### src/rtl/dma_chain_pkg.sv
package dma_chain_pkg;

    typedef enum logic [2:0] {
        ST_IDLE,
        ST_ALIGN,
        ST_BUS,
        ST_UPDATE,
        ST_TALLY
    } seq_state_e;

    localparam logic [2:0] SEL_SRC   = 3'd0;
    localparam logic [2:0] SEL_DST   = 3'd1;
    localparam logic [2:0] SEL_CNT   = 3'd2;
    localparam logic [2:0] SEL_NSRC  = 3'd3;
    localparam logic [2:0] SEL_NDST  = 3'd4;
    localparam logic [2:0] SEL_NCNT  = 3'd5;
    localparam logic [2:0] SEL_CHCNT = 3'd6;

    localparam logic [1:0] AM_FIXED = 2'd0;
    localparam logic [1:0] AM_INC   = 2'd1;
    localparam logic [1:0] AM_DEC   = 2'd2;

    function automatic logic [4:0] unit_bytes(input logic [1:0] sz);
        unique case (sz)
            2'd0:    return 5'd1;
            2'd1:    return 5'd2;
            2'd2:    return 5'd4;
            default: return 5'd16;
        endcase
    endfunction

endpackage

### src/rtl/dma_addr_unit.sv
module dma_addr_unit
    import dma_chain_pkg::*;
#(
    parameter int AW = 32
) (
    input  logic          clk,
    input  logic          rst_n,
    input  logic          wr_cur,
    input  logic          wr_next,
    input  logic [AW-1:0] wr_data,
    input  logic          step,
    input  logic          reload,
    input  logic [1:0]    mode,
    input  logic [1:0]    size,
    output logic [AW-1:0] addr,
    output logic          misalign
);
    logic [AW-1:0] cur_q;
    logic [AW-1:0] nxt_q;
    logic [AW-1:0] step_amt;

    assign step_amt = AW'(unit_bytes(size));
    assign addr     = cur_q;
    assign misalign = |(cur_q & (step_amt - 1'b1));

    always_ff @(posedge clk or negedge rst_n) begin
        if (!rst_n) begin
            cur_q <= '0;
        end else if (reload) begin
            cur_q <= nxt_q;
        end else if (step) begin
            unique case (mode)
                AM_INC:  cur_q <= cur_q + step_amt;
                AM_DEC:  cur_q <= cur_q - step_amt;
                default: cur_q <= cur_q;
            endcase
        end else if (wr_cur) begin
            cur_q <= wr_data;
        end
    end

    always_ff @(posedge clk or negedge rst_n) begin
        if (!rst_n)       nxt_q <= '0;
        else if (wr_next) nxt_q <= wr_data;
    end

    // fixed modes leave the address alone
    p_fixed_hold_r5: assert property (@(posedge clk) disable iff (!rst_n)
        (step && !reload && (mode == AM_FIXED || mode == 2'd3)) |=> (addr == $past(addr)));

    // increment mode adds the unit size
    p_inc_step_r5: assert property (@(posedge clk) disable iff (!rst_n)
        (step && !reload && mode == AM_INC) |=> (addr == $past(addr) + $past(step_amt)));

    // reload takes the shadow address
    p_reload_addr_r8: assert property (@(posedge clk) disable iff (!rst_n)
        reload |=> (addr == $past(nxt_q)));

endmodule

### src/rtl/dma_count_unit.sv
module dma_count_unit #(
    parameter int CW = 16,
    parameter int NW = 8
) (
    input  logic          clk,
    input  logic          rst_n,
    input  logic          wr_cnt,
    input  logic          wr_ncnt,
    input  logic          wr_chcnt,
    input  logic [CW-1:0] wr_cdata,
    input  logic [NW-1:0] wr_ndata,
    input  logic          dec,
    input  logic          reload,
    output logic [CW-1:0] cnt,
    output logic [NW-1:0] chcnt,
    output logic          cnt_zero,
    output logic          chcnt_zero
);
    logic [CW-1:0] cnt_q;
    logic [CW-1:0] ncnt_q;
    logic [NW-1:0] chcnt_q;

    assign cnt        = cnt_q;
    assign chcnt      = chcnt_q;
    assign cnt_zero   = (cnt_q == '0);
    assign chcnt_zero = (chcnt_q == '0);

    always_ff @(posedge clk or negedge rst_n) begin
        if (!rst_n)       cnt_q <= '0;
        else if (reload)  cnt_q <= ncnt_q;
        else if (dec)     cnt_q <= cnt_q - 1'b1;
        else if (wr_cnt)  cnt_q <= wr_cdata;
    end

    always_ff @(posedge clk or negedge rst_n) begin
        if (!rst_n)       ncnt_q <= '0;
        else if (wr_ncnt) ncnt_q <= wr_cdata;
    end

    always_ff @(posedge clk or negedge rst_n) begin
        if (!rst_n)        chcnt_q <= '0;
        else if (reload)   chcnt_q <= chcnt_q - 1'b1;
        else if (wr_chcnt) chcnt_q <= wr_ndata;
    end

    // one unit lowers the count by one
    p_count_dec_r3: assert property (@(posedge clk) disable iff (!rst_n)
        (dec && !reload) |=> (cnt == $past(cnt) - 1'b1));

    // reload takes shadow count and lowers chain count
    p_chain_dec_r8: assert property (@(posedge clk) disable iff (!rst_n)
        reload |=> (chcnt == $past(chcnt) - 1'b1 && cnt == $past(ncnt_q)));

endmodule

### src/rtl/dma_seq_fsm.sv
module dma_seq_fsm
    import dma_chain_pkg::*;
(
    input  logic clk,
    input  logic rst_n,
    input  logic ch_en,
    input  logic master_en,
    input  logic auto_req,
    input  logic dreq,
    input  logic chain_en,
    input  logic end_sel,
    input  logic irq_en,
    input  logic nmi_evt,
    input  logic clr_flags,
    input  logic mem_gnt,
    input  logic misalign,
    input  logic cnt_zero,
    input  logic chcnt_zero,
    output logic mem_req,
    output logic step,
    output logic reload,
    output logic irq,
    output logic te_flag,
    output logic nmi_flag,
    output logic ae_flag
);
    seq_state_e state_q, state_d;
    logic run_ok;
    logic chain_go;
    logic set_te;
    logic set_ae;

    assign run_ok   = ch_en && master_en && !te_flag && !nmi_flag && !ae_flag;
    assign chain_go = chain_en && !auto_req && !chcnt_zero;

    always_ff @(posedge clk or negedge rst_n) begin
        if (!rst_n) state_q <= ST_IDLE;
        else        state_q <= state_d;
    end

    always_comb begin
        state_d = state_q;
        unique case (state_q)
            ST_IDLE:   if (run_ok && (auto_req || dreq) && !cnt_zero) state_d = ST_ALIGN;
            ST_ALIGN:  state_d = (!run_ok || misalign) ? ST_IDLE : ST_BUS;
            ST_BUS: begin
                if (!run_ok)      state_d = ST_IDLE;
                else if (mem_gnt) state_d = ST_UPDATE;
            end
            ST_UPDATE: state_d = ST_TALLY;
            ST_TALLY:  state_d = ST_IDLE;
            default:   state_d = ST_IDLE;
        endcase
    end

    always_comb begin
        mem_req = 1'b0;
        step    = 1'b0;
        reload  = 1'b0;
        irq     = 1'b0;
        set_te  = 1'b0;
        set_ae  = 1'b0;
        unique case (state_q)
            ST_ALIGN:  set_ae  = run_ok && misalign;
            ST_BUS:    mem_req = 1'b1;
            ST_UPDATE: step    = 1'b1;
            ST_TALLY: begin
                if (cnt_zero) begin
                    reload = chain_go;
                    set_te = !chain_go;
                    irq    = irq_en && (chain_go ? end_sel : (end_sel || chcnt_zero));
                end
            end
            default: ;
        endcase
    end

    always_ff @(posedge clk or negedge rst_n) begin
        if (!rst_n) begin
            te_flag  <= 1'b0;
            nmi_flag <= 1'b0;
            ae_flag  <= 1'b0;
        end else begin
            te_flag  <= set_te  || (te_flag  && !clr_flags);
            nmi_flag <= nmi_evt || (nmi_flag && !clr_flags);
            ae_flag  <= set_ae  || (ae_flag  && !clr_flags);
        end
    end

    // a pending request is withdrawn once permission is lost
    p_suspend_drop_r6: assert property (@(posedge clk) disable iff (!rst_n)
        (mem_req && !run_ok) |=> !mem_req);

    // no request on a misaligned address
    p_req_aligned_r7: assert property (@(posedge clk) disable iff (!rst_n)
        mem_req |-> !misalign);

    // an address error blocks requests
    p_ae_blocks_r7: assert property (@(posedge clk) disable iff (!rst_n)
        ae_flag |-> !mem_req);

    // transfer end flag is sticky
    p_te_sticky_r11: assert property (@(posedge clk) disable iff (!rst_n)
        (te_flag && !clr_flags) |=> te_flag);

    // interrupt is a single-cycle pulse
    p_irq_pulse_r10: assert property (@(posedge clk) disable iff (!rst_n)
        irq |=> !irq);

endmodule

### src/rtl/dma_chain_ch.sv
module dma_chain_ch
    import dma_chain_pkg::*;
#(
    parameter int AW = 32,
    parameter int CW = 16,
    parameter int NW = 8
) (
    input  logic          clk,
    input  logic          rst_n,
    input  logic          reg_we,
    input  logic [2:0]    reg_sel,
    input  logic [AW-1:0] reg_wdata,
    input  logic          ch_en,
    input  logic          master_en,
    input  logic          auto_req,
    input  logic          dreq,
    input  logic          chain_en,
    input  logic          end_sel,
    input  logic          irq_en,
    input  logic [1:0]    unit_size,
    input  logic [1:0]    src_mode,
    input  logic [1:0]    dst_mode,
    input  logic          nmi_evt,
    input  logic          clr_flags,
    input  logic          mem_gnt,
    output logic          mem_req,
    output logic [AW-1:0] mem_src,
    output logic [AW-1:0] mem_dst,
    output logic [1:0]    mem_size,
    output logic          irq,
    output logic          te_flag,
    output logic          nmi_flag,
    output logic          ae_flag,
    output logic [CW-1:0] cur_cnt,
    output logic [NW-1:0] cur_chcnt
);
    localparam int NADDR = 2;

    logic step, reload, cnt_zero, chcnt_zero;
    logic [AW-1:0] addr_w  [NADDR];
    logic          misal_w [NADDR];
    logic [1:0]    mode_w  [NADDR];

    assign mode_w[0] = src_mode;
    assign mode_w[1] = dst_mode;

    for (genvar g = 0; g < NADDR; g++) begin : g_addr
        localparam logic [2:0] CUR_SEL = (g == 0) ? SEL_SRC  : SEL_DST;
        localparam logic [2:0] NXT_SEL = (g == 0) ? SEL_NSRC : SEL_NDST;
        dma_addr_unit #(.AW(AW)) addr_i (
            .clk      (clk),
            .rst_n    (rst_n),
            .wr_cur   (reg_we && reg_sel == CUR_SEL),
            .wr_next  (reg_we && reg_sel == NXT_SEL),
            .wr_data  (reg_wdata),
            .step     (step),
            .reload   (reload),
            .mode     (mode_w[g]),
            .size     (unit_size),
            .addr     (addr_w[g]),
            .misalign (misal_w[g])
        );
    end

    dma_count_unit #(.CW(CW), .NW(NW)) cnt_i (
        .clk        (clk),
        .rst_n      (rst_n),
        .wr_cnt     (reg_we && reg_sel == SEL_CNT),
        .wr_ncnt    (reg_we && reg_sel == SEL_NCNT),
        .wr_chcnt   (reg_we && reg_sel == SEL_CHCNT),
        .wr_cdata   (reg_wdata[CW-1:0]),
        .wr_ndata   (reg_wdata[NW-1:0]),
        .dec        (step),
        .reload     (reload),
        .cnt        (cur_cnt),
        .chcnt      (cur_chcnt),
        .cnt_zero   (cnt_zero),
        .chcnt_zero (chcnt_zero)
    );

    dma_seq_fsm fsm_i (
        .clk        (clk),
        .rst_n      (rst_n),
        .ch_en      (ch_en),
        .master_en  (master_en),
        .auto_req   (auto_req),
        .dreq       (dreq),
        .chain_en   (chain_en),
        .end_sel    (end_sel),
        .irq_en     (irq_en),
        .nmi_evt    (nmi_evt),
        .clr_flags  (clr_flags),
        .mem_gnt    (mem_gnt),
        .misalign   (misal_w[0] || misal_w[1]),
        .cnt_zero   (cnt_zero),
        .chcnt_zero (chcnt_zero),
        .mem_req    (mem_req),
        .step       (step),
        .reload     (reload),
        .irq        (irq),
        .te_flag    (te_flag),
        .nmi_flag   (nmi_flag),
        .ae_flag    (ae_flag)
    );

    assign mem_src  = addr_w[0];
    assign mem_dst  = addr_w[1];
    assign mem_size = unit_size;

    // count never changes while a request waits
    p_req_count_stable_r3: assert property (@(posedge clk) disable iff (!rst_n)
        (mem_req && !mem_gnt) |=> $stable(cur_cnt));

endmodule

### config.mk
export PLATFORM = sky130hd
export DESIGN_NAME = dma_chain_ch
export DESIGN_NICKNAME = d
export VERILOG_FILES = /design/src/rtl/dma_chain_pkg.sv /design/src/rtl/dma_addr_unit.sv /design/src/rtl/dma_count_unit.sv /design/src/rtl/dma_seq_fsm.sv /design/src/rtl/dma_chain_ch.sv
export SDC_FILE = /design/constraint.sdc
export NUM_CORES = 1
export LEC_CHECK = 0
export BUFFER_PORTS_ARGS = -buffer_cell sky130_fd_sc_hd__buf_2
export CAP_MARGIN = 25
export CORE_MARGIN = 3
export CORE_UTILIZATION = 30
export CTS_CLUSTER_DIAMETER = 150
export DETAILED_ROUTE_END_ITERATION = 16
export PLACE_DENSITY = 0.58
export SLEW_MARGIN = 10
export SYNTH_ARGS = -nofsm -noshare
export SYNTH_HDL_FRONTEND = slang
export SYNTH_SLANG_ARGS = --single-unit
### constraint.sdc
create_clock -name clk -period 6.47 [get_ports clk]
set_input_delay 0.3235 -clock clk [delete_from_list [all_inputs] [get_ports clk]]
set_output_delay 0.3235 -clock clk [all_outputs]
set_load 0.05 [all_outputs]
Word level (Yosys, flattened, before mapping)
Index checks and enable logic that the tools add are counted.

Output and inout bits: 95. Register bits after elaboration: 174. Input port bits: 54. Word-level logic and storage cells: 119.

Eq/ne operators: 20. Add/subtract/negate cells: 7. Reduce and logical (&&, ||, !) cells: 50. Muxes and demuxes: 29. Bitwise operators: 2.

Operators with widths (number): $mux W32 (6); $pmux W32 S2 (2); $add A32 B5 Y32 (2); $and A32 B32 Y32 (2); $reduce_or A32 Y1 (2); $sub A32 B5 Y32 (2); $mux W16 (3); $logic_and A1 B1 Y1 (20); $logic_not A16 Y1 (1); $mux W8 (2); $sub A16 B1 Y16 const B (1); $pmux W5 S3 (1); $eq A3 B2 Y1 const B (4); $eq A3 B3 Y1 const B (4); $pmux W3 S4 (1); $mux W1 (10); $logic_not A1 Y1 (9); $mux W3 (3); $reduce_bool A3 Y1 (3); $logic_not A8 Y1 (1); $ne A4 B4 Y1 const B (2); $sub A8 B1 Y8 const B (1); $logic_or A1 B1 Y1 (7); $eq A2 B1 Y1 const B (3); 10 further kinds (16).

Longest topological paths before layout
Gate-level depths: netlist of run 1.

Depth in word-level cells: 9. Depth in mapped cells: 14. Gate-level depth less buffers: 14.

Modules after synthesis
A second synthesis of run 1 with hierarchy kept.

Cells, all modules: 1493. Area total of the unflattened synthesis: 12776.0 um2.

Modules (own cells, without submodules): dma_addr_unit at g_addr[1].addr_i (area an instance 5051.1 um2, times used 1, sequential area each 1601.5 um2, cells each 607); dma_addr_unit at g_addr[0].addr_i (area an instance 5046.1 um2, times used 1, sequential area each 1601.5 um2, cells each 609); dma_count_unit (area an instance 2263.4 um2, times used 1, sequential area each 1001.0 um2, cells each 238); dma_seq_fsm (area an instance 307.8 um2, times used 1, sequential area each 150.1 um2, cells each 29); dma_chain_ch (area an instance 107.6 um2, times used 1, sequential area each 0.0 um2, cells each 10).

Least setup slack after synthesis of run 1
No wires, ideal clock.

Path kind: input-to-reg. From: in src_mode[0]. To: reg g_addr[0].addr_i.cur_q[30]. Data required time: 6.344 ns. Path buffers: 0. Library setup time: 0.126 ns. Arrival: 3.372 ns. Stages on the path: 12. Slack: 2.972 ns. Cells stage by stage: inv_1 -> ha_1 -> ha_1 -> a21o_1 -> a21o_1 -> a21o_1 -> a21o_1 -> a221oi_1 -> o21ba_2 -> o21ai_0 -> xor2_1 -> a221o_1.

Longest elaborated chain between the ends: 4. Elaborated cells between the ends (all ways): 7. Classes of those cells: 3 x eq/ne; 3 x mux; 1 x reduce/logical.

Ends and longest elaborated chain: start: declaration (line dma_chain_ch.sv:21) `input logic [1:0] src_mode,`; $eq A2 B2 Y1 / $eq A2 B1 Y1 (equally long branches) (line dma_addr_unit.sv:32) `unique case (mode)`; $pmux W32 S2 (line dma_addr_unit.sv:32); $mux W32 (line dma_addr_unit.sv:31) `end else if (step) begin`; $mux W32 (line dma_addr_unit.sv:29) `end else if (reload) begin`; end signal: assignment (line dma_addr_unit.sv:30) `cur_q <= nxt_q;`; end signal: assignment (line dma_addr_unit.sv:33) `AM_INC: cur_q <= cur_q + step_amt;`; end signal: assignment (line dma_addr_unit.sv:34) `AM_DEC: cur_q <= cur_q - step_amt;`; end: declaration (line dma_addr_unit.sv:18) `logic [AW-1:0] cur_q;`.

Several ways; a longest one is shown, not always the timed one. A chain may end at the register's enable or synchronous reset.

Worst setup path after layout of run 1
From: reg cnt_i.cnt_q[8], in the netlist cnt_i.cnt[8]. To: reg g_addr[1].addr_i.cur_q[16].

Longest elaborated chain between the ends: 5. Elaborated cells between the ends (all ways): 7. Classes of those cells: 1 x eq/ne; 3 x mux; 3 x reduce/logical.

Ends and longest elaborated chain: start: declaration (line dma_count_unit.sv:19) `logic [CW-1:0] cnt_q;`; start signal: assignment (line dma_count_unit.sv:30) `else if (reload) cnt_q <= ncnt_q;`; start signal: assignment (line dma_count_unit.sv:31) `else if (dec) cnt_q <= cnt_q - 1'b1;`; start signal: assignment (line dma_count_unit.sv:32) `else if (wr_cnt) cnt_q <= wr_cdata;`; $logic_not A16 Y1 * (line dma_count_unit.sv:25) `assign cnt_zero = (cnt_q == '0);`; $mux W1 * (line dma_seq_fsm.sv:68) `if (cnt_zero) begin`; $mux W1 * (line dma_seq_fsm.sv:63) `unique case (state_q)`; $ne A4 B4 Y1 (no source line) / $reduce_bool A3 Y1 (equally long branches); $reduce_and A2 Y1 (no source line); end signal: assignment (line dma_addr_unit.sv:34); end signal: assignment (line dma_addr_unit.sv:35) `default: cur_q <= cur_q;`; end signal: assignment (line dma_addr_unit.sv:38) `cur_q <= wr_data;`; end: declaration (line dma_addr_unit.sv:18).

Mark *: on every way between the ends. The rest lies on a longest branch, timed or not.

==> results.json, run 1 <==
{
  "insertion_delay_ps": 450,
  "yosysTopAreaCellShare": 0.3811,
  "synth_nets": 1390,
  "finalHoldViolCount": 0,
  "cts_tree": "done",
  "timing.final.crit_share": 0.5775,
  "maxSlewViolCount": 0,
  "critPathMaxStageDelay_ps": 790,
  "whs_ps": 63.16,
  "drtAntennaViolNets": 0,
  "area.sequential_um2": 4354,
  "synthToLayoutAreaGrowth_pct": 16.61,
  "cp_max_fo": 32,
  "cts_hold_buf": 0,
  "cts_setup_buffers": 0,
  "ir_drop_uv": 206.9,
  "clk_pin_slew_ps": 70,
  "startpoint_type": "flop",
  "arrival_ps": 4090,
  "layout.nets": 1509,
  "cts.htree.levels": 4,
  "fin_crit_ps": 3736,
  "slew_headroom": 0.3533,
  "rr_worst_depth": 8,
  "synth_seq_cells": 174,
  "routed_wl_um": 38000,
  "syn_avg_cell_area_um2": 9.047,
  "worst_pin_slew_ps": 963.6,
  "gp_congestion": 0.8606,
  "cellPowerDensity_nw_per_um2": 306.5,
  "synth_edf_count": 0,
  "multi_input_area_um2": 6705,
  "status": "finished clean",
  "synthTopCellsByCount": "174 x dfrtp_1, 142 x o21ai_0, 137 x nand2_1",
  "grt_pass1_wl_um": 57730,
  "required_ps": 6820,
  "hpwl_um": 27930,
  "cts_resized": 0,
  "ys_warn_count": 0,
  "avgViaCountPerCell": 5.352,
  "fp.dieW_um": 201.2,
  "grt_pass1_vias": 9802,
  "yosysTopAreaCell": "dfrtp_1",
  "drt-pass1-iter-count": 5,
  "synth_cell_type_count": 68,
  "final_area_um2": 13320,
  "crit_path_end_kind": "flop",
  "cts_buffer_depth": 2,
  "wire_per_inst_um": 20.00,
  "synth_most_common_cell": "dfrtp_1",
  "finalNonFillerCells": 1900,
  "crit_slowest_cell": "o21ai_1",
  "worstSetupPathType": "reg -> reg",
  "numCtsBuffers": 17,
  "drc": 0,
  "root_buffer": "clkbuf_16",
  "drtIter0Drc": 709,
  "setup_tns_ps": 0,
  "p_leak_nw": 6.178,
  "die_y_um": 201.2,
  "cpMostUsedCell": "or3_4",
  "final.setup.worst_slack_ps": 2734,
  "nFillCells": 3796,
  "antenna_found_initial": 1,
  "place_ws_ps": 2459,
  "ios": 149,
  "grt_setup_unrepaired": "false",
  "core_um2": 37050,
  "hold_depth": 2,
  "clock_sink_count": 174,
  "netlist_instances": 1263,
  "gr-total-overflow": 0,
  "initial_core_util": 0.3084,
  "setup_viol": 0,
  "dp_cells": 1864,
  "dieArea_um2": 40460,
  "port_buffers": 148,
  "place_area_um2": 12650,
  "netlist_area_um2": 11430,
  "grt_max_degree": 109,
  "skew_ps": 17.93,
  "max_freq_mhz": 267.6,
  "synthTopCellsByArea": "dfrtp_1 38%, mux2_2 7.9%, ha_1 7.8%",
  "synth-async-reset-ratio": 1.000,
  "drive_gt1_frac": 0.2093,
  "maxCapViolations": 0,
  "vias": 10168,
  "grt_use_total": 0.1827,
  "crit_chain": "or3_4 -> or3_4 -> nor3_4 -> and4_2 -> a31oi_2 -> o21ai_1 -> o21ai_0 -> o221ai_1",
  "ys.flop_type": "dfrtp_1",
  "placementRows": 70,
  "min_path_type": "in -> reg",
  "seq_area_frac_synth": 0.3811
}
cell type report:
type | count | share of cell area
diodes | 1 | 0.0001878
clock buffers | 17 | 0.03193
clock inverters | 15 | 0.01446
inverters | 28 | 0.007888
multi-input cells | 996 | 0.5032
flip-flops and latches | 174 | 0.3268
well taps | 504 | 0.04733
repair buffers | 165 | 0.06818
routing by layer:
metal	wire length, um	global-route usage	up-vias
met2	18000	0.3035	323
li1	-	-	4887
met4	810	0.04868	2
met3	2689	0.04481	43
met1	16490	0.2381	4913
met5	13	0	-
through the flow:
step                power, mW    util
floorplan               2.559       -
global placement        2.972  0.3412
detailed placement      2.991  0.3416
CTS                     4.117  0.3583
global route            4.313  0.3596
finish                  4.084  0.3596
sequential cells by signal (all words and copies together) (netlist names):
name / cells
g_addr.addr_i.addr: 64
g_addr.addr_i.nxt_q: 64
cnt_i.cnt: 16
cnt_i.ncnt_q: 16
cnt_i.chcnt: 8
fsm_i.state_q: 3
fsm_i.ae_flag: 1
fsm_i.nmi_flag: 1
fsm_i.te_flag: 1
logic make-up after synthesis:
kind of cell,synth area share
compound gates,0.2357
mux,0.08235
xor+xnor,0.04676
flops,0.3811
simple gates,0.1407
fa+ha+maj,0.08125
buf+inv,0.03219
critical path, delay by kind of cell (launching register included):
| family | cells | cell delay [ps] |
|---|---|---|
| AOI/OAI and AO/OA | 4 | 1350 |
| and+or+nand+nor | 4 | 1830 |
| DFF | 1 | 430 |
final timing paths:
| check | start | endpoint | slack (ps) |
|---|---|---|---|
| worst max-delay path | cnt_i.cnt[8] | g_addr[1].addr_i.addr[16] | 2730 |
| worst min-delay path | nmi_evt | fsm_i.nmi_flag | 60 |
| worst max register to register | cnt_i.cnt[8] | g_addr[1].addr_i.addr[16] | 2730 |
| worst min register to register | g_addr[0].addr_i.nxt_q[20] | g_addr[0].addr_i.nxt_q[20] | 500 |
| max in group asynchronous | rst_n | g_addr[0].addr_i.addr[24] | 4540 |
| min in group asynchronous | rst_n | g_addr[1].addr_i.addr[4] | 290 |
where the power goes:
part | total [mW] | leakage [nW] | internal, mW | switching, mW
clock | 1.11 | 0.305 | 0.592 | 0.519
combinational | 1.48 | 3.76 | 0.500 | 0.980
sequential | 1.49 | 2.11 | 1.30 | 0.189
total | 4.08 | 6.18 | 2.40 | 1.69
placed cells by master, fill, tap and decap left out, types with 6 or more instances in the layout:
| cell type | instances |
|---|---|
| or3_1 | 12 |
| xor2_1 | 33 |
| a211oi_1 | 19 |
| a21oi_1 | 112 |
| o21a_1 | 10 |
| a21o_1 | 44 |
| nand2b_1 | 9 |
| a31oi_1 | 13 |
| nand2_1 | 137 |
| xnor2_1 | 28 |
| buf_4 | 13 |
| mux2_2 | 80 |
| o31ai_1 | 8 |
| o21bai_1 | 6 |
| dfrtp_1 | 174 |
| o211ai_1 | 24 |
| nor4_1 | 11 |
| inv_1 | 27 |
| ha_1 | 71 |
| nand4_1 | 11 |
| and2_1 | 8 |
| nor3_1 | 19 |
| nor2b_1 | 8 |
| and3_1 | 11 |
| nor2_1 | 73 |
| inv_6 | 7 |
| o22ai_1 | 8 |
| buf_2 | 147 |
| clkbuf_16 | 17 |
| o21ai_0 | 142 |
| nand3_1 | 21 |
| a221oi_1 | 10 |
Note: power is estimated with default switching activity, not from simulation.
==> run 2, diff against run 1 <==
PLACE_DENSITY = 0.6   (was 0.58)
clock period = 3.3 ns   (was 6.47 ns; I/O delays follow)
==> run 2 against run 1 <==
Net effect: via count increased by 4.4%; sequential cell count unchanged; register-to-register slack got worse by 2600 ps; count of clock-buffer cells in the layout unchanged; global-route usage increased by 0.48 points; fmax increased by 18%; sequential share of layout area decreased by 2.0 points; cell count increased by 5.1%; critical path type unchanged; critical endpoint is now g_addr[1].addr_i.addr[24]; largest power group is now combinational logic; highest routed layer unchanged.
==> results.json, run 2 (synthesis gave the netlist of run 1 again) <==
{
  "p_total_mw": 8.192,
  "initial_core_util": 0.3084,
  "crit_path_end_kind": "flop",
  "hpwl_um": 28400,
  "hp-start": "reg_wdata[19]",
  "max_freq_mhz": 314.9,
  "skew_ps": 21.44,
  "wire_per_inst_um": 19.12,
  "min_path_type": "in -> reg",
  "multi_input_area_um2": 6769,
  "vias": 10615,
  "setup_tns_ps": 0,
  "cts.htree.levels": 4,
  "rrSetupSlack_ps": 120,
  "final_core_util": 0.3838,
  "drc": 0,
  "maxCapViolations": 0,
  "fp.dieW_um": 201.2,
  "root_buffer": "clkbuf_16",
  "clkPwrFrac": 0.261,
  "switching_share": 0.4142,
  "numCtsBuffers": 17,
  "cts_buffer_depth": 2,
  "clock_sink_count": 174,
  "antenna_found_initial": 2,
  "critPathCapture": "g_addr[1].addr_i.addr[24]",
  "insertion_delay_ps": 460,
  "power.switching_mw": 3.393,
  "synthToLayoutAreaGrowth_pct": 24.44,
  "combPwrFrac": 0.385,
  "p_int_mw": 4.799,
  "rr_worst_depth": 13,
  "drive_gt1_frac": 0.2547,
  "clk_pin_slew_ps": 80,
  "nFillCells": 3762,
  "timing.final.crit_share": 0.9623,
  "gp_congestion": 0.8614,
  "fin_crit_ps": 3175,
  "p_leak_nw": 6.655,
  "required_ps": 3620,
  "setup_viol": 0,
  "placementRows": 70,
  "status": "finished clean",
  "startpoint_type": "flop",
  "avgViaCountPerCell": 5.315,
  "worstSetupStartpoint": "g_addr[1].addr_i.addr[0]",
  "dieArea_um2": 40460,
  "maxSlewViolCount": 0,
  "seqPwrFrac": 0.354,
  "die_y_um": 201.2,
  "r2r-start": "g_addr[1].addr_i.addr[0]",
  "place_ws_ps": -132.6,
  "slew_headroom": 0.5829,
  "final_common_cell": "dfrtp_1",
  "drtIter0Drc": 608,
  "grt_max_degree": 69,
  "gr-total-overflow": 0,
  "grt_pass1_vias": 10702,
  "arrival_ps": 3490,
  "final_cell_mix": "173 x dfrtp_1, 147 x buf_2, 142 x o21ai_0",
  "core_um2": 37050,
  "area.sequential_um2": 4355,
  "cp_max_fo": 4,
  "ir_drop_uv": 394.5,
  "grt_use_total": 0.1875,
  "ios": 149,
  "finalHoldViolCount": 0,
  "cts_tree": "done",
  "grt_pass1_wl_um": 59890,
  "routed_wl_um": 38170,
  "r2r_end": "g_addr[1].addr_i.addr[24]",
  "layout.nets": 1606,
  "cellPowerDensity_nw_per_um2": 576.2,
  "worstSetupPathType": "reg -> reg",
  "worst_pin_slew_ps": 625.7,
  "drtAntennaViolNets": 0,
  "port_buffers": 148,
  "final.setup.worst_slack_ps": 124.5,
  "whs_ps": 31.51,
  "drt-pass1-iter-count": 5
}
## run 2: cell types whose count changed in the layout (fill, tap and decap cells not counted), moves of 2 or more
cell	before	now
buf_4	13	84
ha_1	71	69
a21oi_2	0	3
a21oi_1	112	109
dlygate4sd3_1	1	22
ha_2	0	2
clkinv_8	2	4
inv_6	7	4
clkinvlp_4	0	2
buf_12	0	6
## run 2: repair_timing
| item | 4_1_cts | 5_1_grt |
|---|---|---|
| endpoints found under the hold margin | 90 | 0 |
| buffers inserted | 3 | 1 |
| hold buffers | 22 | 0 |
| resized for setup | 7 | 8 |
| endpoints found under the setup margin | 7 | 11 |
| pin swaps | 4 | 9 |
## run 2: cell type report
class / instances / share of cell area
Antenna cell: 1 / 0.0001760
Clock buffer: 17 / 0.02992
Clock inverter: 15 / 0.01338
Inverter: 28 / 0.007392
Multi-Input combinational cell: 996 / 0.4761
Sequential cell: 174 / 0.3063
Tap cell: 504 / 0.04435
Timing Repair Buffer: 262 / 0.1224
## run 2: critical path, cell delays in order, from the launching register on
cell and delay (ps):
dfrtp_2 410, inv_1 80, ha_2 190, inv_1 60, fa_2 340, a211o_1 320
a2111oi_4 350, o31ai_2 130, and4_4 180, a31oi_4 250, nor3_2 80, or3b_2 450
a21oi_2 130, o31ai_1 70
## run 2: power groups by stage
stage,logic [mW],registers (mW),clock network [mW]
floorplan,1.44,3.58,0
global placement,3.05,2.93,0
detailed placement,3.09,2.94,0
CTS,3.15,2.90,2.19
global route,3.43,2.96,2.26
finish,3.15,2.90,2.14
## run 2: layer usage
layer	share of wire	vias up	routed length (um)	GRT usage
met1	0.43	5166	16530	0.2355
met4	0.030	2	1158	0.06474
met3	0.057	61	2175	0.04109
li1	-	5083	-	-
met2	0.48	303	18300	0.3188
met5	0.00034	-	13	0
## run 2: worst min-delay path by stage
stage	to	slack, ps	cells past startpoint
floorplan	cnt_i.chcnt[0]	-130	0
global placement	cnt_i.chcnt[4]	200	1
detailed placement	cnt_i.chcnt[4]	200	1
CTS	g_addr[0].addr_i.nxt_q[12]	7	2
global route	g_addr[1].addr_i.nxt_q[18]	20	2
finish	g_addr[0].addr_i.nxt_q[19]	30	2
## run 2: through the flow
step	cells	instance area (um^2)
3_3_place_gp	1937	13280
2_1_floorplan	1263	11440
6_report	1997	14220
4_1_cts	1995	14180
3_5_place_dp	1938	13290
5_1_grt	1997	14220
==> run 3, diff against run 2 <==
BUFFER_PORTS_ARGS = unset   (was -buffer_cell sky130_fd_sc_hd__buf_2)
DONT_BUFFER_PORTS = 1   (was unset)
HOLD_SLACK_MARGIN = 0.06   (was unset)
PLACE_DENSITY = 0.56   (was 0.6)
==> run 3 against run 2 <==
Net effect: the run now ends with negative hold slack left; sequential power increased by 3%; die area unchanged; critical path depth is the same; hold slack got worse by 630 ps; non-clock buffer count shrank 93; fmax is 0.33% higher; clock power rose by 2%; sequential cell count did not move; utilization decreased by 0.72 points; global-route usage grew 1.2 points; critical path type unchanged; critical endpoint unchanged; highest routed layer unchanged.
==> results.json, run 3 (synthesis gave the netlist of run 1 again) <==
{
  "status": "finished, violations left",
  "violations": "negative hold slack",
  "setup_tns_ps": 0,
  "initial_core_util": 0.3084,
  "grt_pass1_vias": 10263,
  "arrival_ps": 3500,
  "highest_layer": "met5",
  "rrSetupSlack_ps": 130,
  "drc": 0,
  "maxCapViolations": 0,
  "crit_path_end_kind": "flop",
  "placementRows": 70,
  "critPathMaxStageDelay_ps": 450,
  "grt_use_total": 0.1991,
  "grt_max_degree": 175,
  "finalHoldViolCount": 174,
  "root_buffer": "clkbuf_16",
  "core_um2": 37050,
  "cp_max_fo": 5,
  "worst_pin_slew_ps": 885.5,
  "grt_pass1_wl_um": 62150,
  "r2r_end": "g_addr[1].addr_i.addr[24]",
  "die_y_um": 201.2,
  "hpwl_um": 29090,
  "worstSetupPathType": "reg -> reg",
  "met2WireLength_um": 19430,
  "gr-total-overflow": 0,
  "wire_per_inst_um": 21.26,
  "startpoint_type": "flop",
  "clk_pin_slew_ps": 80,
  "crit_slowest_cell": "or3b_2",
  "cpMostUsedCell": "inv_2",
  "min_path_type": "in -> async",
  "synthToLayoutAreaGrowth_pct": 22.11,
  "final_cell_mix": "173 x dfrtp_1, 141 x o21ai_0, 137 x nand2_1",
  "antenna_found_initial": 5,
  "drive_gt1_frac": 0.1930,
  "required_ps": 3640,
  "slew_headroom": 0.4075,
  "insertion_delay_ps": 470,
  "vias": 10351,
  "setup_viol": 0,
  "cts.htree.levels": 4,
  "fin_crit_ps": 3165,
  "gp_congestion": 0.8583,
  "r2r-start": "g_addr[1].addr_i.addr[0]",
  "drtAntennaViolNets": 0,
  "maxSlewViolCount": 0,
  "ios": 149,
  "avgViaCountPerCell": 5.425,
  "crit_chain": "inv_2 -> ha_4 -> inv_2 -> fa_2 -> a211o_1 -> a2111oi_4 -> o31ai_2 -> and4_4 -> a31oi_4 -> nor3_2 -> or3b_2 -> a21oi_2 -> o31ai_1",
  "wl_met3_um": 3209,
  "fp.dieW_um": 201.2,
  "port_buffers": 0,
  "cts_tree": "done",
  "skew_ps": 20.21,
  "critPathTopFamily": "compound AO/OA/AOI/OAI gates",
  "drtIter0Drc": 524,
  "dieArea_um2": 40460,
  "rr_worst_depth": 13,
  "whs_ps": -599.9,
  "p_leak_nw": 6.301,
  "critPathBufInv": 2,
  "drt-met1-wl_um": 16800,
  "clock_sink_count": 174,
  "cts_buffer_depth": 2,
  "cellPowerDensity_nw_per_um2": 584.3,
  "numCtsBuffers": 17,
  "layout.nets": 1513,
  "drt-pass1-iter-count": 7,
  "ir_drop_uv": 367.0,
  "place_area_um2": 12780,
  "routed_wl_um": 40570,
  "final_area_um2": 13950,
  "final_common_cell": "dfrtp_1",
  "max_freq_mhz": 315.9,
  "timing.final.crit_share": 0.9591
}
[run 3: cell types whose count changed in the layout (fill, tap and decap cells not counted), moves of 2 or more]
cell,before,now
buf_2,147,0
dlygate4sd3_1,22,43
clkinv_8,4,1
buf_4,84,120
diode_2,1,5
buf_6,3,0
inv_1,27,25
inv_2,1,3
[run 3: power by group]
group,leakage (nW),internal [mW],switching [mW],total (mW)
Combinational,3.89,1.14,1.82,2.96
Sequential,2.11,2.55,0.454,3.00
Clock,0.302,1.16,1.03,2.19
Total,6.30,4.85,3.30,8.15
[run 3: layout make-up]
cell class | count | area (um^2)
clock inverters | 15 | 192.7
fillers | 3779 | 23100
diodes | 5 | 12.51
clock buffers | 17 | 425.4
flip-flops and latches | 174 | 4355
inverters | 28 | 105.1
multi-input cells | 996 | 6784
repair buffers | 169 | 1446
well taps | 504 | 630.6
[run 3: routing by layer]
metal / vias to the layer above / GRT usage
li1: 4910 / -
met1: 5071 / 0.2437
met2: 314 / 0.3334
met3: 54 / 0.05986
met4: 2 / 0.06951
met5: - / 0
[run 3: repair_timing]
item | in CTS | in global routing
gates resized for setup | 1 | 16
endpoints found under the setup margin | 2 | 13
endpoints found under the hold margin | 278 | 175
hold buffers | 42 | 1
pin swaps | 1 | 10
setup buffers | 0 | 4
[run 3: worst max-delay path by stage]
stage                     cells after the start                      from                        end
after floorplan                              13  g_addr[1].addr_i.addr[0]  g_addr[1].addr_i.addr[24]
after global placement                       13               dst_mode[0]  g_addr[1].addr_i.addr[24]
after detailed placement                     13               dst_mode[0]  g_addr[1].addr_i.addr[24]
after CTS                                    13  g_addr[1].addr_i.addr[0]  g_addr[1].addr_i.addr[24]
after global routing                         13  g_addr[1].addr_i.addr[0]  g_addr[1].addr_i.addr[24]
final                                        13  g_addr[1].addr_i.addr[0]  g_addr[1].addr_i.addr[24]
[run 3: stage by stage]
stage / util / std cells / worst slack (ps) / power, mW
after floorplan: - / 1263 / -25.60 / 5.021
after CTS: 0.3735 / 1897 / 24.37 / 8.172
after global placement: 0.3451 / 1823 / 30.39 / 5.864
after global routing: 0.3765 / 1907 / -11.20 / 8.608
after detailed placement: 0.3451 / 1823 / -60.19 / 5.898
final: 0.3766 / 1908 / 134.9 / 8.153
